[src/rtl/pg_pkg.sv]
package pg_pkg;

    localparam int LVL_W  = 2;
    localparam int KIND_W = 2;

    typedef enum logic [LVL_W-1:0] {
        LVL_APP    = 2'd0,
        LVL_KERNEL = 2'd1,
        LVL_HYP    = 2'd2,
        LVL_MON    = 2'd3
    } level_e;

    typedef enum logic [KIND_W-1:0] {
        ACC_READ  = 2'd0,
        ACC_WRITE = 2'd1,
        ACC_FETCH = 2'd2,
        ACC_SPARE = 2'd3
    } acc_e;

    typedef struct packed {
        logic guard_veto;
        logic base_deny;
    } fault_t;

    typedef struct packed {
        logic   valid;
        logic   denied;
        fault_t fault;
    } resp_t;

    // Only the two middle privilege levels fall under the guard
    function automatic logic level_guarded(level_e lvl);
        return (lvl == LVL_KERNEL) || (lvl == LVL_HYP);
    endfunction

    // Data accesses are checked; fetches never; maintenance only when zeroing
    function automatic logic access_guarded(acc_e kind, logic maint, logic zero);
        return (kind != ACC_FETCH) && (!maint || zero);
    endfunction

endpackage

[src/rtl/pg_scope.sv]
module pg_scope
    import pg_pkg::*;
(
    input  level_e lvl,
    input  acc_e   kind,
    input  logic   maint,
    input  logic   zero,
    output logic   in_scope
);
    logic lvl_hit;
    logic acc_hit;

    always_comb begin
        lvl_hit  = level_guarded(lvl);
        acc_hit  = access_guarded(kind, maint, zero);
        in_scope = lvl_hit && acc_hit;
    end
endmodule

[src/rtl/pg_veto_core.sv]
module pg_veto_core #(
    parameter int AP_W        = 2,
    parameter int USER_AP_BIT = 0
) (
    input  logic            in_scope,
    input  logic            feat_on,
    input  logic            guard_bit,
    input  logic [AP_W-1:0] page_ap,
    output logic            veto
);
    logic user_page;
    logic unused_ap;

    always_comb begin
        user_page = page_ap[USER_AP_BIT];
        unused_ap = ^page_ap;
        veto      = in_scope && feat_on && guard_bit && user_page;
    end
endmodule

[src/rtl/pg_resp_stage.sv]
module pg_resp_stage
    import pg_pkg::*;
(
    input  logic  clk,
    input  logic  rst,
    input  logic  req_valid,
    input  logic  base_grant,
    input  logic  veto,
    output resp_t resp
);
    fault_t nxt_fault;

    always_comb begin
        nxt_fault.guard_veto = veto;
        nxt_fault.base_deny  = !base_grant;
    end

    always_ff @(posedge clk) begin
        if (rst || !req_valid) begin
            resp <= '0;
        end else begin
            resp.valid  <= 1'b1;
            resp.denied <= nxt_fault.guard_veto || nxt_fault.base_deny;
            resp.fault  <= nxt_fault;
        end
    end

    AST_RESET_CLEAR: assert property (@(posedge clk) rst |=> (resp == '0));
    AST_IDLE_QUIET: assert property (@(posedge clk) disable iff (rst)
        !req_valid |=> (resp == '0));
    AST_VALID_NEXT: assert property (@(posedge clk) disable iff (rst)
        req_valid |=> resp.valid);
    AST_BASE_DENY: assert property (@(posedge clk) disable iff (rst)
        (req_valid && !base_grant) |=> (resp.denied && resp.fault.base_deny));
    AST_VETO_WINS: assert property (@(posedge clk) disable iff (rst)
        (req_valid && veto) |=> (resp.denied && resp.fault.guard_veto));
endmodule

[src/rtl/priv_guard.sv]
module priv_guard
    import pg_pkg::*;
#(
    parameter int AP_W        = 2,
    parameter int USER_AP_BIT = 0
) (
    input  logic              clk,
    input  logic              rst,
    input  logic              req_valid,
    input  logic [LVL_W-1:0]  req_level,
    input  logic              guard_bit,
    input  logic              feat_on,
    input  logic [AP_W-1:0]   page_ap,
    input  logic [KIND_W-1:0] acc_kind,
    input  logic              is_maint,
    input  logic              is_zero_op,
    input  logic              base_grant,
    output logic              rsp_valid,
    output logic              rsp_denied,
    output logic [1:0]        rsp_fault
);
    level_e lvl;
    acc_e   kind;
    logic   in_scope;
    logic   veto;
    resp_t  resp;

    always_comb begin
        lvl  = level_e'(req_level);
        kind = acc_e'(acc_kind);
    end

    pg_scope u_scope (
        .lvl      (lvl),
        .kind     (kind),
        .maint    (is_maint),
        .zero     (is_zero_op),
        .in_scope (in_scope)
    );

    pg_veto_core #(.AP_W(AP_W), .USER_AP_BIT(USER_AP_BIT)) u_veto (
        .in_scope  (in_scope),
        .feat_on   (feat_on),
        .guard_bit (guard_bit),
        .page_ap   (page_ap),
        .veto      (veto)
    );

    pg_resp_stage u_resp (
        .clk        (clk),
        .rst        (rst),
        .req_valid  (req_valid),
        .base_grant (base_grant),
        .veto       (veto),
        .resp       (resp)
    );

    always_comb begin
        rsp_valid  = resp.valid;
        rsp_denied = resp.denied;
        rsp_fault  = resp.fault;
    end

    AST_LEVEL_SAFE: assert property (@(posedge clk) disable iff (rst)
        (req_valid && (req_level == 2'd0 || req_level == 2'd3)) |=> !rsp_fault[1]);
    AST_NEEDS_ALL: assert property (@(posedge clk) disable iff (rst)
        (req_valid && !(feat_on && guard_bit && page_ap[USER_AP_BIT])) |=> !rsp_fault[1]);
    AST_FETCH_SAFE: assert property (@(posedge clk) disable iff (rst)
        (req_valid && acc_kind == 2'd2) |=> !rsp_fault[1]);
    AST_MAINT_EXEMPT: assert property (@(posedge clk) disable iff (rst)
        (req_valid && is_maint && !is_zero_op) |=> !rsp_fault[1]);
    AST_DENY_CONSIST: assert property (@(posedge clk) disable iff (rst)
        rsp_denied == (rsp_fault != 2'b00));
endmodule

[config.mk]
export PLATFORM = sky130hd
export DESIGN_NAME = priv_guard
export DESIGN_NICKNAME = d
export VERILOG_FILES = /design/src/rtl/pg_pkg.sv /design/src/rtl/pg_scope.sv /design/src/rtl/pg_veto_core.sv /design/src/rtl/pg_resp_stage.sv /design/src/rtl/priv_guard.sv
export SDC_FILE = /design/constraint.sdc
export NUM_CORES = 1
export LEC_CHECK = 0
export ABC_AREA = 1
export CAP_MARGIN = 20
export CELL_PAD_IN_SITES_DETAIL_PLACEMENT = 1
export CELL_PAD_IN_SITES_GLOBAL_PLACEMENT = 2
export CORE_MARGIN = 1
export CORE_UTILIZATION = 12
export CTS_BUF_LIST = sky130_fd_sc_hd__clkbuf_8
export CTS_CLUSTER_SIZE = 24
export DETAILED_ROUTE_END_ITERATION = 7
export PLACE_DENSITY = 0.85
export RECOVER_POWER = 50
export SKIP_LAST_GASP = 1
export SYNTH_ARGS = -nofsm -noshare
export SYNTH_HDL_FRONTEND = slang
export SYNTH_SLANG_ARGS = --single-unit
[constraint.sdc]
create_clock -name clk -period 1.1 [get_ports clk]
set_clock_uncertainty 0.2 [all_clocks]
set_input_delay 0.275 -clock clk [delete_from_list [all_inputs] [get_ports clk]]
set_output_delay 0.275 -clock clk [all_outputs]
set_load 0.01 [all_outputs]
==> out/results.txt, run 1 <==
Status: finished, violations left
Failing checks: setup timing
Ys Warns: 0
RSZ-0062 raised after global routing: yes
Tot Pwr: 0.5204 mW
Worst Setup End Kind: output pin
CP startpoint kind: flip-flop
Fin Setup TNS: -0.005983 ns
I/O Pins: 18
Post-synth EDFFs: 0
GP Congestion: 0.4873
Synth top area cells: dfxtp_1 (45%), inv_1 (21%), nand2_1 (17%)
Critical Path, Cell by Cell: buf_6
Via-to-Cell Ratio: 3.500
CTS tree: done
Pins over their slew limit: 0
Post-CTS setup buffers: 0
Crit-path max FO: 1
Net Sw Frac: 18.18%
Layout area overhead: 122.0%
Vias in the first global route: 202
WP data arrival: 0.63 ns
Hold WC Path Type: input pin to flip-flop
Crit-path slowest cell: dfxtp_2
Primary FF master, synth: dfxtp_1
CTS Buf Count: 3
Largest regs: u_resp.resp: 4 flops
Syn Area/Cell: 6.301 µm²
Layout cell share with drive strength beyond 1: 23.40%
WL/cell: 6.274 µm
Initial antenna violation count: 0
Die Wd: 40.34 µm
Crit Path Category: flip-flop to output pin
Synth Cell Area: 176.4 µm²
Initial drt markers: 2
Tmin final: 1.104 ns
Top cell type's share of synthesized area: 45.39%
Dpl hpwl: 339.8 µm
Max frequency: 906.1 MHz
Slew HR: 92.55%
H-tree depth: 1
Detail Route Antenna Nets: 0
Clk sink count: 4
Largest Register: u_resp.resp
Final setup viols: 2
Largest delay share family, worst path: flip-flops
Area leader, netlist: dfxtp_1
Sw Pwr: 0.09459 mW
VDD IR max: 317.1 µV
FF+latch count, synth: 4
I/O Buffers: 16
Worst EP required: 0.62 ns
Sequential share of power: 29.6%
Cell count after synthesis: 28
Hold WS: 0.1598 ns
Most common cell in the netlist: inv_1
DR DRC count: 0
Placed insts: 59
Initial Util: 13.23%
Post-route insts no fill: 62
Power Internal: 0.4258 mW
Die area: 0.001627 mm²
CORE AREA: 0.001334 mm²
Post-Syn Nets: 42
Worst-margin pin slew: 0.1113 ns
CP max stage delay: 0.30 ns
First-pass iteration count of the detailed router: 2
DRT Wirelength: 389 µm
Cell variety after synth: 6
Seq/Total Area, Yosys: 45.39%
Max cap viols: 0
Max FFs per register: 4
Row Count: 13
Die height: 40.34 µm
Fin crit share: 100.3%
Total global-route track usage: 6.576%
Worst Path Buf+Inv: 1
Via count: 217
Total gr overflow: 0
Nets: 63
Gate power share: 12.1%
First-pass GRT wire length: 669 µm
Antenna diodes: 0
PD cells: 1329 mW/mm²
LEAKAGE: 0.2408 nW
Clk network pwr share: 58.2%
Pre-CTS setup slack: -0.2934 ns
Clk slew on worst S/H paths: 0.03 ns
PnR worst setup slack: -0.003663 ns
Root Buffer: clkbuf_8
Commonest cells in the netlist: inv_1 (10), nand2_1 (8), dfxtp_1 (4)
Max Buffers Root-to-Sink: 2
Largest net degree at the start of global routing: 3
Final hold violation count: 0
Ys async rst share: 0%
-- path summary, 6_finish.rpt --
check / slack (ns) / from / to / cells after the start
min: 0.16 / rst / u_resp.resp[3] / 2
max: -0.004 / u_resp.resp[0] / rsp_fault[0] / 1
-- cells by family (layout without fill, tap and decap cells) --
group / after synthesis / count (layout) / share of synthesized area [%]
buffers and inverters: 10 / 29 / 21.28
flip-flops: 4 / 4 / 45.39
AND/OR/NAND/NOR: 14 / 14 / 33.33
-- power groups by stage --
stage	Combinational, mW	Sequential [mW]	Clock [mW]
finish	0.0632	0.154	0.303
global route	0.0718	0.155	0.320
CTS	0.0630	0.153	0.314
detailed placement	0.0777	0.155	0
global placement	0.0763	0.154	0
floorplan	0.0175	0.158	0
-- area by class of cell --
cell class | instances | area [µm²]
sequential | 4 | 83.83
clock buffer | 3 | 41.29
multi-input combinational | 14 | 56.30
timing repair buffer | 16 | 153.9
inverter | 10 | 37.54
tap | 15 | 18.77
fill | 175 | 942.2
-- per-layer routing --
metal / vias up / wire [µm] / GRT usage, %
li1: 115 / - / -
met1: 88 / 129 / 6.209
met2: 14 / 205 / 10.71
met3: 0 / 54 / 1.667
met4: 0 / 0 / 7.500
met5: - / 0 / 0
-- cells in the final DEF, fill, tap and decap left out --
| cell | Yosys | final |
|---|---|---|
| clkbuf_8 | 0 | 3 |
| dlymetal6s2s_1 | 0 | 2 |
| buf_2 | 0 | 1 |
| nand3_1 | 1 | 1 |
| dfxtp_2 | 0 | 3 |
| nand2_1 | 8 | 8 |
| inv_1 | 10 | 10 |
| buf_6 | 0 | 3 |
| dlygate4sd2_1 | 0 | 8 |
| nor2_2 | 2 | 1 |
| nor2_1 | 3 | 4 |
| dfxtp_1 | 4 | 1 |
| clkdlybuf4s50_1 | 0 | 2 |
-- repair_timing --
action	4_1_cts	5_1_grt
resized for setup	24	8
setup endpoints to repair	6	6
pin swaps	9	3
hold buffers	0	0
-- per-stage QoR --
stage / util (%) / cell area [µm²]
floorplan: - / 176.4
global placement: 26.64 / 355.3
detailed placement: 26.64 / 355.3
CTS: 27.49 / 366.6
global route: 29.36 / 391.6
finish: 29.36 / 391.6
No activity file was read; power rests on OpenSTA's default activity.
==> run 2: changes to the inputs <==
GPL_TIMING_DRIVEN = 0   (was default)
==> out/results.txt, run 2 (synthesis gave the netlist of run 1 again) <==
Status: finished, violations left (unchanged)
WL/cell: 6.375 µm (was 6.274 µm)
Crit-path max FO: 1 (unchanged)
Initial antenna violation count: 0 (unchanged)
Tmin final: 1.102 ns (was 1.104 ns)
LEAKAGE: 0.2499 nW (was 0.2408 nW)
Largest Register: u_resp.resp (unchanged)
Area of the multi-input gates: 56.30 µm² (unchanged)
Initial drt markers: 0 (was 2)
Die area: 0.001627 mm² (unchanged)
Via-to-Cell Ratio: 3.469 (was 3.500)
Row Count: 13 (unchanged)
Antenna diodes: 0 (unchanged)
Layout Utilization: 29.93% (was 29.36%)
Die Wd: 40.34 µm (unchanged)
Nets: 65 (was 63)
Dpl hpwl: 337.1 µm (was 339.8 µm)
First-pass GRT wire length: 731 µm (was 669 µm)
I/O Pins: 18 (unchanged)
Crit path depth: 1 (unchanged)
Max frequency: 907.8 MHz (was 906.1 MHz)
DR DRC count: 0 (unchanged)
Tot Pwr: 0.5226 mW (was 0.5204 mW)
Max cap viols: 0 (unchanged)
Critical Path Start: u_resp.resp[3] (was u_resp.resp[0])
WP data arrival: 0.63 ns (about the same)
Layout area overhead: 126.2% (was 122.0%)
Max FFs per register: 4 (unchanged)
H-tree depth: 1 (unchanged)
Worst EP required: 0.62 ns (about the same)
I/O Buffers: 16 (unchanged)
Initial Util: 13.23% (unchanged)
RSZ-0062 raised after global routing: yes (unchanged)
Die height: 40.34 µm (unchanged)
PnR worst setup slack: -0.001587 ns (was -0.003663 ns)
CTS Buf Count: 3 (unchanged)
Total global-route track usage: 7.378% (was 6.576%)
Via count: 222 (was 217)
Worst-margin pin slew: 0.1159 ns (was 0.1113 ns)
Clk slew on worst S/H paths: 0.03 ns (about the same)
Layout cell share with drive strength beyond 1: 24.49% (was 23.40%)
Failing checks: setup timing (unchanged)
Fin crit share: 100.1% (was 100.3%)
Hold WC Path Type: input pin to flip-flop (unchanged)
Worst Path Buf+Inv: 1 (unchanged)
Max Buffers Root-to-Sink: 2 (unchanged)
VDD IR max: 280.5 µV (was 317.1 µV)
CORE AREA: 0.001334 mm² (unchanged)
Worst Min Path Start: is_maint (was rst)
Vias in the first global route: 219 (was 202)
First-pass iteration count of the detailed router: 1 (was 2)
Largest delay share family, worst path: flip-flops (unchanged)
Final hold violation count: 0 (unchanged)
Largest net degree at the start of global routing: 3 (unchanged)
Root Buffer: clkbuf_8 (unchanged)
Pins over their slew limit: 0 (unchanged)
GP Congestion: 0.4873 (unchanged)
Final setup viols: 1 (was 2)
Critical Path, Cell by Cell: buf_6 (unchanged)
PD cells: 1309 mW/mm² (was 1329 mW/mm²)
Filler cells: 173 (was 175)
CP startpoint kind: flip-flop (unchanged)
Total gr overflow: 0 (unchanged)
Hold bufs inserted after CTS: 0 (unchanged)
Largest regs: u_resp.resp: 4 flops (unchanged)
Crit-path slowest cell: dfxtp_2 (unchanged)
Clk sink count: 4 (unchanged)
DRT Wirelength: 408 µm (was 389 µm)
CTS tree: done (unchanged)
Slew HR: 92.25% (was 92.55%)
Detail Route Antenna Nets: 0 (unchanged)
CP max stage delay: 0.30 ns (about the same)
Commonest non-fill, non-tap cell in the layout: inv_1 (unchanged)
FF+latch area: 82.58 µm² (was 83.83 µm²)
Hold path cells: 6 (was 2)
Crit Path Category: flip-flop to output pin (unchanged)
Commonest non-fill, non-tap cells in the layout: inv_1 (10), nand2_1 (8), dlygate4sd2_1 (8), nor2_1 (4), clkbuf_8 (3) (was inv_1 (10), nand2_1 (8), dlygate4sd2_1 (8), nor2_1 (4))
Worst Setup End Kind: output pin (unchanged)
[run 2: through the flow]
| stage | cells | hold slack, ns | setup TNS (ns) | cell area (µm²) | setup slack (ns) |
|---|---|---|---|---|---|
| 2_1_floorplan | 28 | 0.1481 | 0 | 176.4 | 0.2582 |
| 4_1_cts | 64 | 0.2714 | -0.02804 | 381.6 | -0.01276 |
| 3_3_place_gp | 59 | 0.6525 | -1.462 | 355.3 | -0.2743 |
| 5_1_grt | 64 | 0.2733 | -0.08543 | 399.1 | -0.02326 |
| 3_5_place_dp | 59 | 0.6521 | -1.579 | 355.3 | -0.2992 |
| 6_report | 64 | 0.2219 | -0.001587 | 399.1 | -0.001587 |
[run 2: final cells by class]
cell class / count / share of cell area, %
timing repair buffer: 18 / 40.75
sequential: 4 / 20.69
multi-input combinational: 14 / 14.11
clock buffer: 3 / 10.34
inverter: 10 / 9.404
tap: 15 / 4.702
[run 2: final timing paths]
path | slack, ns | endpoint
hold / removal | 0.22 | u_resp.resp[1]
setup / recovery | -0.002 | rsp_valid
[run 2: what timing repair did]
item	4_1_cts	5_1_grt
resized for setup	24	6
setup buffers	2	0
pin swaps	10	5
gates cloned	0	0
endpoints found under the setup margin	6	6
[run 2: power breakdown]
group	internal, mW	total [mW]	switching (mW)
clock network	0.233	0.301	0.0689
logic	0.0435	0.0676	0.0241
registers	0.152	0.154	0.00147
total	0.428	0.523	0.0945
[run 2: tightest hold or removal path: cells and delay by family]
kind	cells	cell delay (ns)
buf+inv	2	0.12
simple gates	4	0.21
[run 2: metal layers]
metal	up-vias	track usage, %	routed length (µm)	share of wire (%)
li1	117	-	-	-
met1	89	6.557	139	34
met2	14	11.90	210	51
met3	2	1.667	50	12
met4	0	10.00	8	2.0
met5	-	0	0	0
==> run 3: changes to the inputs <==
GPL_ROUTABILITY_DRIVEN = 1   (was default)
==> results of run 3 <==
Same layout as run 2: the final DEF is identical, and so are final timing and power.
